**src/rtl/nic_regs_pkg.sv**
```systemverilog
package nic_regs_pkg;

  // Byte offsets of the register map
  localparam logic [7:0] OFS_CMD    = 8'h37;
  localparam logic [7:0] OFS_LOCK   = 8'h50;
  localparam logic [7:0] OFS_TXCFG  = 8'h40;
  localparam logic [7:0] OFS_RXCFG  = 8'h44;
  localparam logic [7:0] OFS_RXMAX  = 8'hDA;
  localparam logic [7:0] OFS_TXMAX  = 8'hEC;
  localparam logic [7:0] OFS_TXRING = 8'h20;
  localparam logic [7:0] OFS_RXRING = 8'hE4;

  // Byte lanes derived from the offsets
  localparam int CMD_LANE   = int'(OFS_CMD[1:0]);
  localparam int LOCK_LANE  = int'(OFS_LOCK[1:0]);
  localparam int RXMAX_LANE = int'(OFS_RXMAX[1:0]);
  localparam int TXMAX_LANE = int'(OFS_TXMAX[1:0]);

  // Command byte bit positions
  localparam int CMD_RST_BIT  = 4;
  localparam int CMD_RXEN_BIT = 3;
  localparam int CMD_TXEN_BIT = 2;

  typedef struct packed {
    logic cmd;
    logic lock;
    logic txcfg;
    logic rxcfg;
    logic rxmax;
    logic txmax;
    logic txring;
    logic rxring;
  } reg_hit_t;

endpackage

```
**src/rtl/nic_reg_decode.sv**
```systemverilog
module nic_reg_decode
  import nic_regs_pkg::*;
(
  input  logic [7:2] host_addr,
  output reg_hit_t   hit
);

  always_comb begin
    hit        = '0;
    hit.cmd    = (host_addr == OFS_CMD[7:2]);
    hit.lock   = (host_addr == OFS_LOCK[7:2]);
    hit.txcfg  = (host_addr == OFS_TXCFG[7:2]);
    hit.rxcfg  = (host_addr == OFS_RXCFG[7:2]);
    hit.rxmax  = (host_addr == OFS_RXMAX[7:2]);
    hit.txmax  = (host_addr == OFS_TXMAX[7:2]);
    hit.txring = (host_addr == OFS_TXRING[7:2]);
    hit.rxring = (host_addr == OFS_RXRING[7:2]);
  end

endmodule

```
**src/rtl/nic_reg_lanes.sv**
```systemverilog
module nic_reg_lanes #(
  parameter int          NB   = 4,
  parameter logic [31:0] MASK = 32'hFFFF_FFFF
) (
  input  logic            clk,
  input  logic            rst_n,
  input  logic            wr,
  input  logic [NB-1:0]   be,
  input  logic [8*NB-1:0] wdata,
  input  logic            clr,
  output logic [8*NB-1:0] q
);

  for (genvar i = 0; i < NB; i++) begin : g_lane
    logic [7:0] lane_d;
    logic       lane_en;

    always_comb begin
      lane_en = clr | (wr & be[i]);
      lane_d  = clr ? 8'h00 : (wdata[8*i +: 8] & MASK[8*i +: 8]);
    end

    always_ff @(posedge clk or negedge rst_n) begin
      if (!rst_n) begin
        q[8*i +: 8] <= 8'h00;
      end else if (lane_en) begin
        q[8*i +: 8] <= lane_d;
      end
    end
  end

endmodule

```
**src/rtl/nic_soft_reset.sv**
```systemverilog
module nic_soft_reset #(
  parameter int CYCLES = 16
) (
  input  logic clk,
  input  logic rst_n,
  input  logic start,
  output logic busy,
  output logic done
);

  localparam int CW = (CYCLES > 2) ? $clog2(CYCLES) : 1;
  localparam logic [CW-1:0] LAST = CW'(CYCLES - 1);

  logic [CW-1:0] cnt_q, cnt_d;
  logic          busy_q, busy_d;

  assign done = busy_q && (cnt_q == LAST);
  assign busy = busy_q;

  always_comb begin
    cnt_d  = cnt_q;
    busy_d = busy_q;
    if (!busy_q) begin
      if (start) begin
        busy_d = 1'b1;
        cnt_d  = '0;
      end
    end else if (done) begin
      busy_d = 1'b0;
      cnt_d  = '0;
    end else begin
      cnt_d = cnt_q + 1'b1;
    end
  end

  always_ff @(posedge clk or negedge rst_n) begin
    if (!rst_n) begin
      cnt_q  <= '0;
      busy_q <= 1'b0;
    end else begin
      cnt_q  <= cnt_d;
      busy_q <= busy_d;
    end
  end

endmodule

```
**src/rtl/nic_ctrl_regs.sv**
```systemverilog
module nic_ctrl_regs
  import nic_regs_pkg::*;
#(
  parameter int         RST_CYCLES = 16,
  parameter int         RXMAX_W    = 14,
  parameter logic [7:0] UNLOCK_KEY = 8'hC0
) (
  input  logic               clk,
  input  logic               rst_n,
  input  logic               host_wr,
  input  logic [7:2]         host_addr,
  input  logic [3:0]         host_be,
  input  logic [31:0]        host_wdata,
  output logic [31:0]        host_rdata,
  output logic               dp_rst,
  output logic               rx_enable,
  output logic               tx_enable,
  output logic [31:0]        tx_cfg,
  output logic [31:0]        rx_cfg,
  output logic [RXMAX_W-1:0] rx_max_len,
  output logic [7:0]         tx_max_len,
  output logic [31:0]        tx_ring_base,
  output logic [31:0]        rx_ring_base
);

  localparam logic [31:0] RXMAX_MASK = 32'((64'd1 << RXMAX_W) - 1);
  localparam logic [31:0] RING_MASK  = 32'hFFFF_FF00;
  localparam int          RXMAX_LSB  = 8 * RXMAX_LANE;

  // Reset synchronizer: asynchronous assert, synchronous release
  logic [1:0] rsync_q;
  logic       rst_sync_n;

  always_ff @(posedge clk or negedge rst_n) begin
    if (!rst_n) rsync_q <= 2'b00;
    else        rsync_q <= {rsync_q[0], 1'b1};
  end
  assign rst_sync_n = rsync_q[1];

  reg_hit_t    hit;
  logic        sr_busy, sr_done, sr_start;
  logic        cmd_wr, lock_wr;
  logic [7:0]  cmd_byte, lock_byte;
  logic        rx_q, rx_d, tx_q, tx_d, unl_q, unl_d;
  logic [15:0] rxmax_q;

  nic_reg_decode u_dec (
    .host_addr (host_addr),
    .hit       (hit)
  );

  assign cmd_byte  = host_wdata[8*CMD_LANE +: 8];
  assign lock_byte = host_wdata[8*LOCK_LANE +: 8];
  assign cmd_wr    = host_wr & hit.cmd & host_be[CMD_LANE] & ~sr_busy;
  assign lock_wr   = host_wr & hit.lock & host_be[LOCK_LANE];
  assign sr_start  = cmd_wr & cmd_byte[CMD_RST_BIT];

  nic_soft_reset #(.CYCLES(RST_CYCLES)) u_sr (
    .clk   (clk),
    .rst_n (rst_sync_n),
    .start (sr_start),
    .busy  (sr_busy),
    .done  (sr_done)
  );

  // Command and lock next state
  always_comb begin
    rx_d  = rx_q;
    tx_d  = tx_q;
    unl_d = unl_q;
    if (cmd_wr && !cmd_byte[CMD_RST_BIT]) begin
      rx_d = cmd_byte[CMD_RXEN_BIT];
      tx_d = cmd_byte[CMD_TXEN_BIT];
    end
    if (lock_wr) begin
      if (lock_byte == UNLOCK_KEY)  unl_d = 1'b1;
      else if (lock_byte == 8'h00)  unl_d = 1'b0;
    end
    if (sr_done) begin
      rx_d  = 1'b0;
      tx_d  = 1'b0;
      unl_d = 1'b0;
    end
  end

  always_ff @(posedge clk or negedge rst_sync_n) begin
    if (!rst_sync_n) begin
      rx_q  <= 1'b0;
      tx_q  <= 1'b0;
      unl_q <= 1'b0;
    end else begin
      rx_q  <= rx_d;
      tx_q  <= tx_d;
      unl_q <= unl_d;
    end
  end

  // Protected configuration storage
  nic_reg_lanes #(.NB(4)) u_txcfg (
    .clk (clk), .rst_n (rst_sync_n),
    .wr  (host_wr & hit.txcfg & unl_q & tx_q),
    .be  (host_be), .wdata (host_wdata), .clr (1'b0), .q (tx_cfg)
  );

  nic_reg_lanes #(.NB(4)) u_rxcfg (
    .clk (clk), .rst_n (rst_sync_n),
    .wr  (host_wr & hit.rxcfg & unl_q),
    .be  (host_be), .wdata (host_wdata), .clr (1'b0), .q (rx_cfg)
  );

  nic_reg_lanes #(.NB(2), .MASK(RXMAX_MASK)) u_rxmax (
    .clk (clk), .rst_n (rst_sync_n),
    .wr  (host_wr & hit.rxmax & unl_q),
    .be  (host_be[RXMAX_LANE +: 2]), .wdata (host_wdata[RXMAX_LSB +: 16]),
    .clr (1'b0), .q (rxmax_q)
  );

  nic_reg_lanes #(.NB(1)) u_txmax (
    .clk (clk), .rst_n (rst_sync_n),
    .wr  (host_wr & hit.txmax & unl_q),
    .be  (host_be[TXMAX_LANE]), .wdata (host_wdata[8*TXMAX_LANE +: 8]),
    .clr (1'b0), .q (tx_max_len)
  );

  nic_reg_lanes #(.NB(4), .MASK(RING_MASK)) u_txring (
    .clk (clk), .rst_n (rst_sync_n),
    .wr  (host_wr & hit.txring & unl_q),
    .be  (host_be), .wdata (host_wdata), .clr (sr_done), .q (tx_ring_base)
  );

  nic_reg_lanes #(.NB(4), .MASK(RING_MASK)) u_rxring (
    .clk (clk), .rst_n (rst_sync_n),
    .wr  (host_wr & hit.rxring & unl_q),
    .be  (host_be), .wdata (host_wdata), .clr (sr_done), .q (rx_ring_base)
  );

  assign rx_max_len = rxmax_q[RXMAX_W-1:0];
  assign dp_rst     = sr_busy;
  assign rx_enable  = rx_q;
  assign tx_enable  = tx_q;

  // Read mux
  always_comb begin
    host_rdata = '0;
    if (hit.cmd) begin
      host_rdata[8*CMD_LANE + CMD_RST_BIT]  = sr_busy;
      host_rdata[8*CMD_LANE + CMD_RXEN_BIT] = rx_q;
      host_rdata[8*CMD_LANE + CMD_TXEN_BIT] = tx_q;
    end
    if (hit.lock)   host_rdata[8*LOCK_LANE +: 8]  = unl_q ? UNLOCK_KEY : 8'h00;
    if (hit.txcfg)  host_rdata = tx_cfg;
    if (hit.rxcfg)  host_rdata = rx_cfg;
    if (hit.rxmax)  host_rdata[RXMAX_LSB +: 16]    = rxmax_q;
    if (hit.txmax)  host_rdata[8*TXMAX_LANE +: 8] = tx_max_len;
    if (hit.txring) host_rdata = tx_ring_base;
    if (hit.rxring) host_rdata = rx_ring_base;
  end

endmodule

```
**config.mk**
```make
export PLATFORM = sky130hd
export DESIGN_NAME = nic_ctrl_regs
export DESIGN_NICKNAME = d
export VERILOG_FILES = /design/src/rtl/nic_regs_pkg.sv /design/src/rtl/nic_reg_decode.sv /design/src/rtl/nic_reg_lanes.sv /design/src/rtl/nic_soft_reset.sv /design/src/rtl/nic_ctrl_regs.sv
export SDC_FILE = /design/constraint.sdc
export NUM_CORES = 1
export LEC_CHECK = 0
export BUFFER_PORTS_ARGS = -buffer_cell sky130_fd_sc_hd__buf_2
export CORE_MARGIN = 3
export CORE_UTILIZATION = 55
export CTS_CLUSTER_DIAMETER = 80
export DETAILED_ROUTE_END_ITERATION = 10
export PLACE_DENSITY = 0.86
export SLEW_MARGIN = 20
export SYNTH_ARGS = -nofsm -noshare
export SYNTH_HDL_FRONTEND = slang
export SYNTH_SLANG_ARGS = --single-unit
```
**constraint.sdc**
```tcl
create_clock -name clk -period 7.2 [get_ports clk]
set_input_delay 1.44 -clock clk [delete_from_list [all_inputs] [get_ports clk]]
set_output_delay 1.44 -clock clk [all_outputs]
set_load 0.005 [all_outputs]
```
==> flow_metrics.tcl, run 1 <==
set metrics [dict create \
    outcome "completed" \
    synth.top_cells.by_area "dfrtp_1, mux2_2, a22o_1" \
    drc 0 \
    total_leakage_power_uw 0.00466 \
    power-per-cell-area_nw_per_um2 222 \
    global_route_usage_over_all_layers_pct 30.3 \
    routabilityCongestion 0.937 \
    rsz_0062_raised_after_global_routing "no" \
    report.final.slew_viol_count 0 \
    tns_ns 0 \
    port_buffers 213 \
    clock_pin_transition_on_the_worst_setup_and_hold_timing_paths_ns 0.06 \
    layout.core_utilization_pct 72.5 \
    yosys.cell_types.count 54 \
    layoutNonFillerInstCount 962 \
    grt_pass1_vias 5853 \
    period_share_pct 76.4 \
    critPathCaptureType "output port" \
    route.final.wire_length_um 20700 \
    slew_at_the_pin_with_the_worst_max_slew_slack_ns 1.13 \
    wl_met3_um 2030 \
    cts_hold_buffers 0 \
    timing.critical_path.from "host_addr[7]" \
    synth_most_common_cell "dfrtp_1" \
    area_delta_synth_final_pct 25.2 \
    clock-root-buffer "clkbuf_16" \
    synth_top_flop_cell "dfrtp_1" \
    detailroute.wirelength.met2_um 10200 \
    synth_area_per_cell_sq_um 11.7 \
    post_drt_wl_per_cell_um 21.5 \
    timing.rr.end "u_rxring.q[31]" \
    core_area_sq_um 11800 \
    finClkSkew_ns 0.00759 \
    synth-seq-cells 144 \
    post-place-cells 929 \
    detailedRoute.firstPassIterationCount 5 \
    pin_count_of_the_biggest_net_entering_global_routing 80 \
    synthCells 582 \
    hold_path_class "reg2reg" \
    worst_r2r_path_depth 4 \
    worst-endpoint-required_ns 5.76 \
    synth_enable_flop_cells 0 \
    grt_first_pass_wirelength_um 31500 \
    grt_overflow 0 \
    synth.yosys.seq_area_share_pct 53.0 \
    critical_path_arrival_ns 4.06 \
    highest_layer "met5" \
    yosys_warnings 0 \
    max_clock_freq_mhz 182 \
    dieHeight_um 117 \
    std_cell_rows 39 \
    clkLatencyLatePin_ns 0.43 \
    max-vdd-ir-drop_uv 163 \
    cap_viol_max_count 0 \
    h_tree_depth 4 \
    number_of_antenna_violations_at_the_first_check_in_global_routing 2 \
    timing.slew.headroom_pct 24.3 \
    ant_nets 0 \
    timing.final.setup_violations 0 \
    synth_largest_type_area_fraction_pct 53.0 \
    starting_density_pct 57.9 \
    ctsLongestPathBuffers 2 \
    hold_violations 0 \
    synthesis.area_sq_um 6810 \
    detailroute.via_count 5899 \
    numCtsBuffers 17 \
    finalHoldWorstSlack_ns 0.350 \
    tritoncts_num_sinks 144 \
    critical_path.startpoint_type "primary input" \
    layout-drive-gt1-share_pct 44.4 \
    pin_count 230 \
    first_iter_violations 608 \
    cts_setup_buffers 0 \
    timing_worst_setup_path_type "in2out" \
    die_area_sq_um 13700 \
    worst-r2r-setup-slack_ns 4.44 \
    detailedPlacementHpwl_um 14000 \
    final_period_minus_worst_setup_slack_ns 5.50 \
    r2r-start "unl_q" \
    async_set_or_reset_flop_fraction_in_the_synthesized_netlist_pct 100 \
    route.detailed.vias_per_inst 6.13 \
    post_cts_resize_count 0 \
    tritoncts "built" \
    yosys.area.top_type "dfrtp_1" \
    worstSetupEndpoint "host_rdata[9]" \
    final_nets 830 \
    fp.dieW_um 117 \
    met1_length_um 7960 \
    yosys-top-cells-count "dfrtp_1, mux2_2, a22o_1, a21oi_1, nand2_1" \
    crit_path_max_fanout 20 \
]
[sequential cells by signal, indices dropped and copies added, names as in the netlist, 2 cells and up]
register / count
u_rxcfg.q: 32
u_txcfg.q: 32
u_rxring.q: 24
u_txring.q: 24
u_rxmax.q: 14
u_txmax.q: 8
u_sr.cnt_q: 4
rsync_q: 2
[worst min-delay path by stage]
stage	cells after the start	end	startpoint	slack [ns]
6_report	0	rsync_q[1]	rsync_q[0]	0.35
5_1_grt	0	rsync_q[1]	rsync_q[0]	0.37
4_1_cts	0	rsync_q[1]	rsync_q[0]	0.35
3_5_place_dp	0	rsync_q[1]	rsync_q[0]	0.34
3_3_place_gp	0	rsync_q[1]	rsync_q[0]	0.34
2_1_floorplan	0	rsync_q[1]	rsync_q[0]	0.33
[critical path, cell delays in order]
cell	delay, ns
buf_2	0.16
or4b_1	0.83
nor2_2	0.92
a221oi_1	0.21
o21ai_0	0.30
buf_2	0.19
[routing by layer]
metal  GRT usage [%]  up-vias
met1            37.8     2952
met4            13.0        2
met5               0        -
met3            9.61       48
li1                -     2536
met2            48.6      361
[area by class of cell]
| class | instances | area (sq um) |
|---|---|---|
| Clock inverter | 12 | 160 |
| Clock buffer | 20 | 447 |
| Tap cell | 164 | 205 |
| Timing Repair Buffer | 217 | 1100 |
| Inverter | 10 | 37.5 |
| Antenna cell | 1 | 2.50 |
| Multi-Input combinational cell | 394 | 2970 |
| Sequential cell | 144 | 3610 |
| Fill cell | 839 | 3240 |
[power breakdown]
| group | leakage (uW) | switching, uW | internal, uW |
|---|---|---|---|
| clock network | 0.000283 | 344 | 555 |
| logic | 0.00239 | 68.2 | 53.3 |
| registers | 0.00199 | 33.1 | 835 |
[cell families (layout without fill, tap and decap cells)]
kind of cell / count (synthesis) / after routing / share of synthesized area [%]
DFF: 144 / 144 / 53.0
adders and majority gates: 1 / 1 / 0.184
and+or+nand+nor: 129 / 129 / 10.4
AOI/OAI and AO/OA: 147 / 147 / 15.1
xor gates and xnor gates: 1 / 1 / 0.129
buffers and inverters: 59 / 259 / 4.41
other: 2 / 18 / 0.110
muxes: 99 / 99 / 16.7
[layout by cell type, fill, tap and decap left out, types with 4 or more instances in the layout]
master      count
buf_4           4
mux2i_1         4
conb_1         17
nand2b_1        4
clkinvlp_4      4
nor2_1         31
buf_2         213
a222oi_1       11
mux2_4          8
and3_1          4
mux2_1          5
clkbuf_16      17
dfrtp_1       143
o21ai_0        30
nand2_1        34
o22ai_1         7
nand3_1        11
a21oi_1        35
inv_1          10
nand2_2         4
a22o_1         37
a221oi_1       12
a31oi_1         4
mux2_2         82
nor3_1          6
[per-stage QoR]
stage	area [sq um]	power, uW	setup WS, ns
after CTS	8520	1900	1.76
after global placement	7910	994	1.97
after floorplan	6860	944	2.80
after detailed placement	7910	1000	1.83
final	8520	1890	1.70
after global routing	8520	1960	1.54
(Power assumes the default switching activity.)
==> inputs of run 2 (changes only) <==
- ABC_AREA: not set -> 1
- CORE_UTILIZATION: 55 -> 51
- PLACE_DENSITY: 0.86 -> 0.8
- clock period: 7.2 -> 5.4 ns (I/O delays scaled with it)
==> flow_metrics.tcl, run 2 <==
set metrics [dict create \
    pin_count 230 \
    final_nets 1156 \
    final_period_minus_worst_setup_slack_ns 4.38 \
    yosys_warnings 0 \
    ctsLongestPathBuffers 2 \
    numCtsBuffers 17 \
    synthesis.area_sq_um 7070 \
    critPathCaptureType "output port" \
    power-per-cell-area_nw_per_um2 284 \
    routabilityCongestion 0.960 \
    detailedPlacementHpwl_um 15500 \
    synth-seq-cells 144 \
    max-vdd-ir-drop_uv 173 \
    route.detailed.vias_per_inst 5.54 \
    r2r-start "unl_q" \
    cap_viol_max_count 0 \
    antenna_fix_cells 0 \
    hold_path_class "reg2async" \
    area_delta_synth_final_pct 24.3 \
    tritoncts_num_sinks 144 \
    timing.slew.headroom_pct 26.3 \
    crit_path_max_fanout 27 \
    met1_length_um 9410 \
    grt_pass1_vias 6391 \
    post_cts_resize_count 0 \
    timing.rr.end "u_rxcfg.q[16]" \
    reg_top3 "u_rxcfg.q: 32 flops, u_txcfg.q: 32 flops" \
    most_frequent_standard_cell_in_the_layout_excluding_fill_and_tap_cells "nand2_1" \
    port_buffers 213 \
    grt_overflow 0 \
    synth_largest_type_area_fraction_pct 50.9 \
    clock-root-buffer "clkbuf_16" \
    dieHeight_um 124 \
    drc 0 \
    detailedRoute.firstPassIterationCount 5 \
    max_clock_freq_mhz 228 \
    route.final.wire_length_um 22000 \
    clkLatencyLatePin_ns 0.41 \
    outcome "completed" \
    synth_enable_flop_cells 0 \
    layout-drive-gt1-share_pct 24.0 \
    tns_ns 0 \
    highest_layer "met4" \
    synth.yosys.seq_area_share_pct 50.9 \
    rsz_0062_raised_after_global_routing "no" \
    post_dp_cell_area_sq_um 8160 \
    global_route_usage_over_all_layers_pct 28.5 \
    report.final.slew_viol_count 0 \
    detailroute.wirelength.met2_um 10200 \
    ant_nets 0 \
    slew_at_the_pin_with_the_worst_max_slew_slack_ns 1.10 \
    yosys-top-cells-count "nand2_1, dfrtp_1, nand3_1, o21ai_0, inv_1" \
    yosys.cell_types.count 26 \
    cts_hold_buffers 0 \
    core_area_sq_um 13400 \
    worst-r2r-setup-slack_ns 3.10 \
    synth_area_per_cell_sq_um 7.74 \
    clock_pin_transition_on_the_worst_setup_and_hold_timing_paths_ns 0.06 \
    period_share_pct 81.2 \
    grt_first_pass_wirelength_um 33700 \
    critical_path.startpoint_type "primary input" \
    wl_met3_um 1950 \
    h_tree_depth 4 \
    finClkSkew_ns 0.00772 \
    critical_path_arrival_ns 3.30 \
    post-place-cells 1267 \
    timing_worst_setup_path_type "in2out" \
    worst_r2r_path_depth 5 \
    detailroute.via_count 7189 \
    timing.final.setup_violations 0 \
    synth.top_cells.by_area "dfrtp_1, nand2_1, nand3_1" \
    synthCells 914 \
    synth_most_common_cell "nand2_1" \
    starting_density_pct 52.8 \
    first_iter_violations 745 \
    finish.instance_area_sq_um 8790 \
    tritoncts "built" \
    post_drt_wl_per_cell_um 17.0 \
    die_area_sq_um 15300 \
    synth_top_flop_cell "dfrtp_1" \
    pin_count_of_the_biggest_net_entering_global_routing 72 \
    worst-endpoint-required_ns 4.32 \
    cts_setup_buffers 0 \
    number_of_antenna_violations_at_the_first_check_in_global_routing 0 \
    total_leakage_power_uw 0.00494 \
    async_set_or_reset_flop_fraction_in_the_synthesized_netlist_pct 100 \
    hold_violations 0 \
    fp.dieW_um 124 \
    totalPowerFinal_uw 2500 \
    yosys.area.top_type "dfrtp_1" \
    layoutNonFillerInstCount 1298 \
    std_cell_rows 42 \
    mostFrequentLayoutCells "nand2_1, buf_2, dfrtp_1" \
]
run 2: layer usage:
| metal | global-route usage, % | vias to the layer above |
|---|---|---|
| li1 | - | 3329 |
| met2 | 43.7 | 400 |
| met1 | 39.6 | 3407 |
| met4 | 10.9 | 0 |
| met5 | 0 | - |
| met3 | 6.63 | 53 |
run 2: how the worst max path moves through the flow:
stage / slack [ns] / to / startpoint
after CTS: 1.10 / host_rdata[17] / host_addr[3]
after floorplan: 1.09 / rx_enable / rsync_q[1]
after global routing: 0.91 / host_rdata[17] / host_addr[3]
after detailed placement: 1.16 / host_rdata[6] / host_addr[3]
final: 1.02 / host_rdata[17] / host_addr[3]
after global placement: 1.21 / host_rdata[7] / host_addr[3]
run 2: per-stage QoR:
step	hold WS (ns)	utilization (%)	setup slack [ns]
after floorplan	0.331	-	1.09
after global placement	0.225	60.9	1.21
after detailed placement	0.227	60.9	1.16
after CTS	0.231	65.6	1.10
after global routing	0.244	65.6	0.911
final	0.218	65.6	1.02
run 2: worst max-delay path, cell delays in order:
cell	delay [ns]
buf_2	0.12
nor2_1	0.52
nand3_2	0.74
o21ai_0	0.52
nor2_1	0.11
nand3_1	0.09
buf_2	0.12
run 2: cell type report:
type | count | area, sq um
fillers | 1182 | 4610
flip-flops and latches | 144 | 3610
multi-input cells | 642 | 2910
repair buffers | 218 | 1100
clock buffers | 21 | 470
inverters | 87 | 327
well taps | 176 | 220
clock inverters | 10 | 159
run 2: where the power goes:
group | switching (uW) | total [uW] | leakage [uW] | internal, uW
combinational | 89.4 | 128 | 0.00278 | 38.9
clock | 445 | 1250 | 0.000305 | 806
sequential | 23.1 | 1120 | 0.00186 | 1090
run 2: cells by family after synthesis:
family          share of synthesized area [%]
other cells                             0.106
flops                                    50.9
fa+ha+maj                               0.177
buf+inv                                  8.77
simple gates                             30.2
compound gates                           9.82
==> inputs of run 3 (changes only) <==
- clock period: 5.4 -> 4.45 ns (I/O delays scaled with it)
==> flow_metrics.tcl, run 3 (synthesis gave the netlist of run 2 again) <==
set metrics [dict create \
    slew_at_the_pin_with_the_worst_max_slew_slack_ns 0.923 \
    max-vdd-ir-drop_uv 251 \
    clock-root-buffer "clkbuf_16" \
    timing.final.setup_violations 0 \
    report.final.slew_viol_count 0 \
    area_delta_synth_final_pct 26.1 \
    layout.core_utilization_pct 66.6 \
    worst-endpoint-required_ns 3.56 \
    ctsLongestPathBuffers 2 \
    finalHoldWorstSlack_ns 0.241 \
    route.final.wire_length_um 21500 \
    detailedRoute.firstPassIterationCount 6 \
    grt_busiest_layer "met2" \
    first_iter_violations 758 \
    core_area_sq_um 13400 \
    antenna_fix_cells 0 \
    layoutNonFillerInstCount 1304 \
    detailedPlacementHpwl_um 15300 \
    clock_pin_transition_on_the_worst_setup_and_hold_timing_paths_ns 0.06 \
    gr-usage-met3_pct 7.31 \
    final_nets 1161 \
    std_cell_rows 42 \
    number_of_antenna_violations_at_the_first_check_in_global_routing 0 \
    use_met2_pct 42.5 \
    worst-r2r-setup-slack_ns 2.25 \
    post-place-cells 1271 \
    critical_path_arrival_ns 2.55 \
    most_frequent_standard_cell_in_the_layout_excluding_fill_and_tap_cells "nand2_1" \
    hold_path_class "in2async" \
    port_buffers 213 \
    hold_violations 0 \
    critical_path.startpoint_type "primary input" \
    die_area_sq_um 15300 \
    number_of_fill_cells_in_the_layout 1154 \
    detailroute.via_count 7089 \
    grt_pass1_vias 6328 \
    power-per-cell-area_nw_per_um2 358 \
    reg_top3 "u_rxcfg.q: 32 flops, u_txcfg.q: 32 flops" \
    outcome "completed" \
    dieHeight_um 124 \
    final_period_minus_worst_setup_slack_ns 3.44 \
    tritoncts "built" \
    timing_worst_setup_path_type "in2out" \
    critPathCaptureType "output port" \
    timing.slew.headroom_pct 38.4 \
    rsz_0062_raised_after_global_routing "no" \
    clkLatencyLatePin_ns 0.42 \
    numCtsBuffers 17 \
    tritoncts_num_sinks 144 \
    cap_viol_max_count 0 \
    post_drt_wl_per_cell_um 16.5 \
    grt_first_pass_wirelength_um 32900 \
    h_tree_depth 4 \
    mostFrequentLayoutCells "nand2_1, buf_2, dfrtp_1" \
    max_clock_freq_mhz 291 \
    grt_overflow 0 \
    pin_count 230 \
    crit_path_max_fanout 21 \
    layout-drive-gt1-share_pct 24.5 \
    pin_count_of_the_biggest_net_entering_global_routing 101 \
    cts_hold_buffers 0 \
    starting_density_pct 52.8 \
    fp.dieW_um 124 \
    cts_setup_buffers 0 \
    finClkSkew_ns 0.00896 \
    globalRouteMet1Util_pct 38.4 \
    drc 0 \
    ant_nets 0 \
    global_route_usage_over_all_layers_pct 27.9 \
    routabilityCongestion 0.907 \
    total_leakage_power_uw 0.00500 \
    tns_ns 0 \
    period_share_pct 77.3 \
    post_cts_resize_count 0 \
    route.detailed.vias_per_inst 5.44 \
]
==> run 3: changes by cell type in the layout (fill, tap and decap cells not counted) <==
cell,previous run,this run
buf_12,0,1
buf_4,5,9
bufinv_16,4,7
clkbuf_8,3,1
clkinv_2,3,0
clkinv_4,1,3
clkinvlp_4,2,3
nor3_1,1,0
nor3_2,2,3
==> run 3: power by group <==
part	internal, uW	switching (uW)
logic	50.2	106
registers	1330	29.0
clock network	1120	556
total	2500	691
==> run 3: routing by layer <==
| metal | vias up | share of wire (%) | routed length [um] |
|---|---|---|---|
| met1 | 3348 | 43 | 9220 |
| li1 | 3354 | - | - |
| met2 | 346 | 46 | 9890 |
| met5 | - | 0 | 0 |
| met3 | 41 | 8.9 | 1910 |
| met4 | 0 | 2.1 | 448 |
==> run 3: worst paths after layout <==
check                      depth (start not counted)          from             end
max                                                9  host_addr[2]  host_rdata[17]
min                                                1         rst_n      rsync_q[1]
max reg2reg                                        5         unl_q   u_rxcfg.q[28]
min reg2reg                                        0    rsync_q[1]  u_txring.q[27]
max in group asynchronous                          2    rsync_q[1]   u_rxcfg.q[30]
min in group clk                                   0    rsync_q[0]      rsync_q[1]
==> run 3: cell type report <==
| type | instances | area (sq um) | area share (%) |
|---|---|---|---|
| clock buffers | 19 | 443 | 4.96 |
| flip-flops and latches | 144 | 3610 | 40.4 |
| inverters | 87 | 327 | 3.66 |
| multi-input cells | 642 | 2910 | 32.6 |
| well taps | 176 | 220 | 2.47 |
| repair buffers | 223 | 1150 | 12.9 |
| clock inverters | 13 | 259 | 2.90 |
==> run 3: per-stage QoR <==
stage,power [uW],instance area (sq um),setup slack [ns]
5_1_grt,3290,8920,0.843
3_3_place_gp,1530,8190,1.06
4_1_cts,3210,8900,1.05
2_1_floorplan,1470,7130,0.141
3_5_place_dp,1530,8190,1.05
6_report,3190,8920,1.01
==> run 3: worst max-delay path, cell delays in order <==
cell and delay [ns]:
buf_2 0.11, inv_1 0.08, nor2_2 0.19, nand2_1 0.08, buf_4 0.19, inv_1 0.61, nand2_1 0.11, nand3_1 0.16
buf_2 0.13
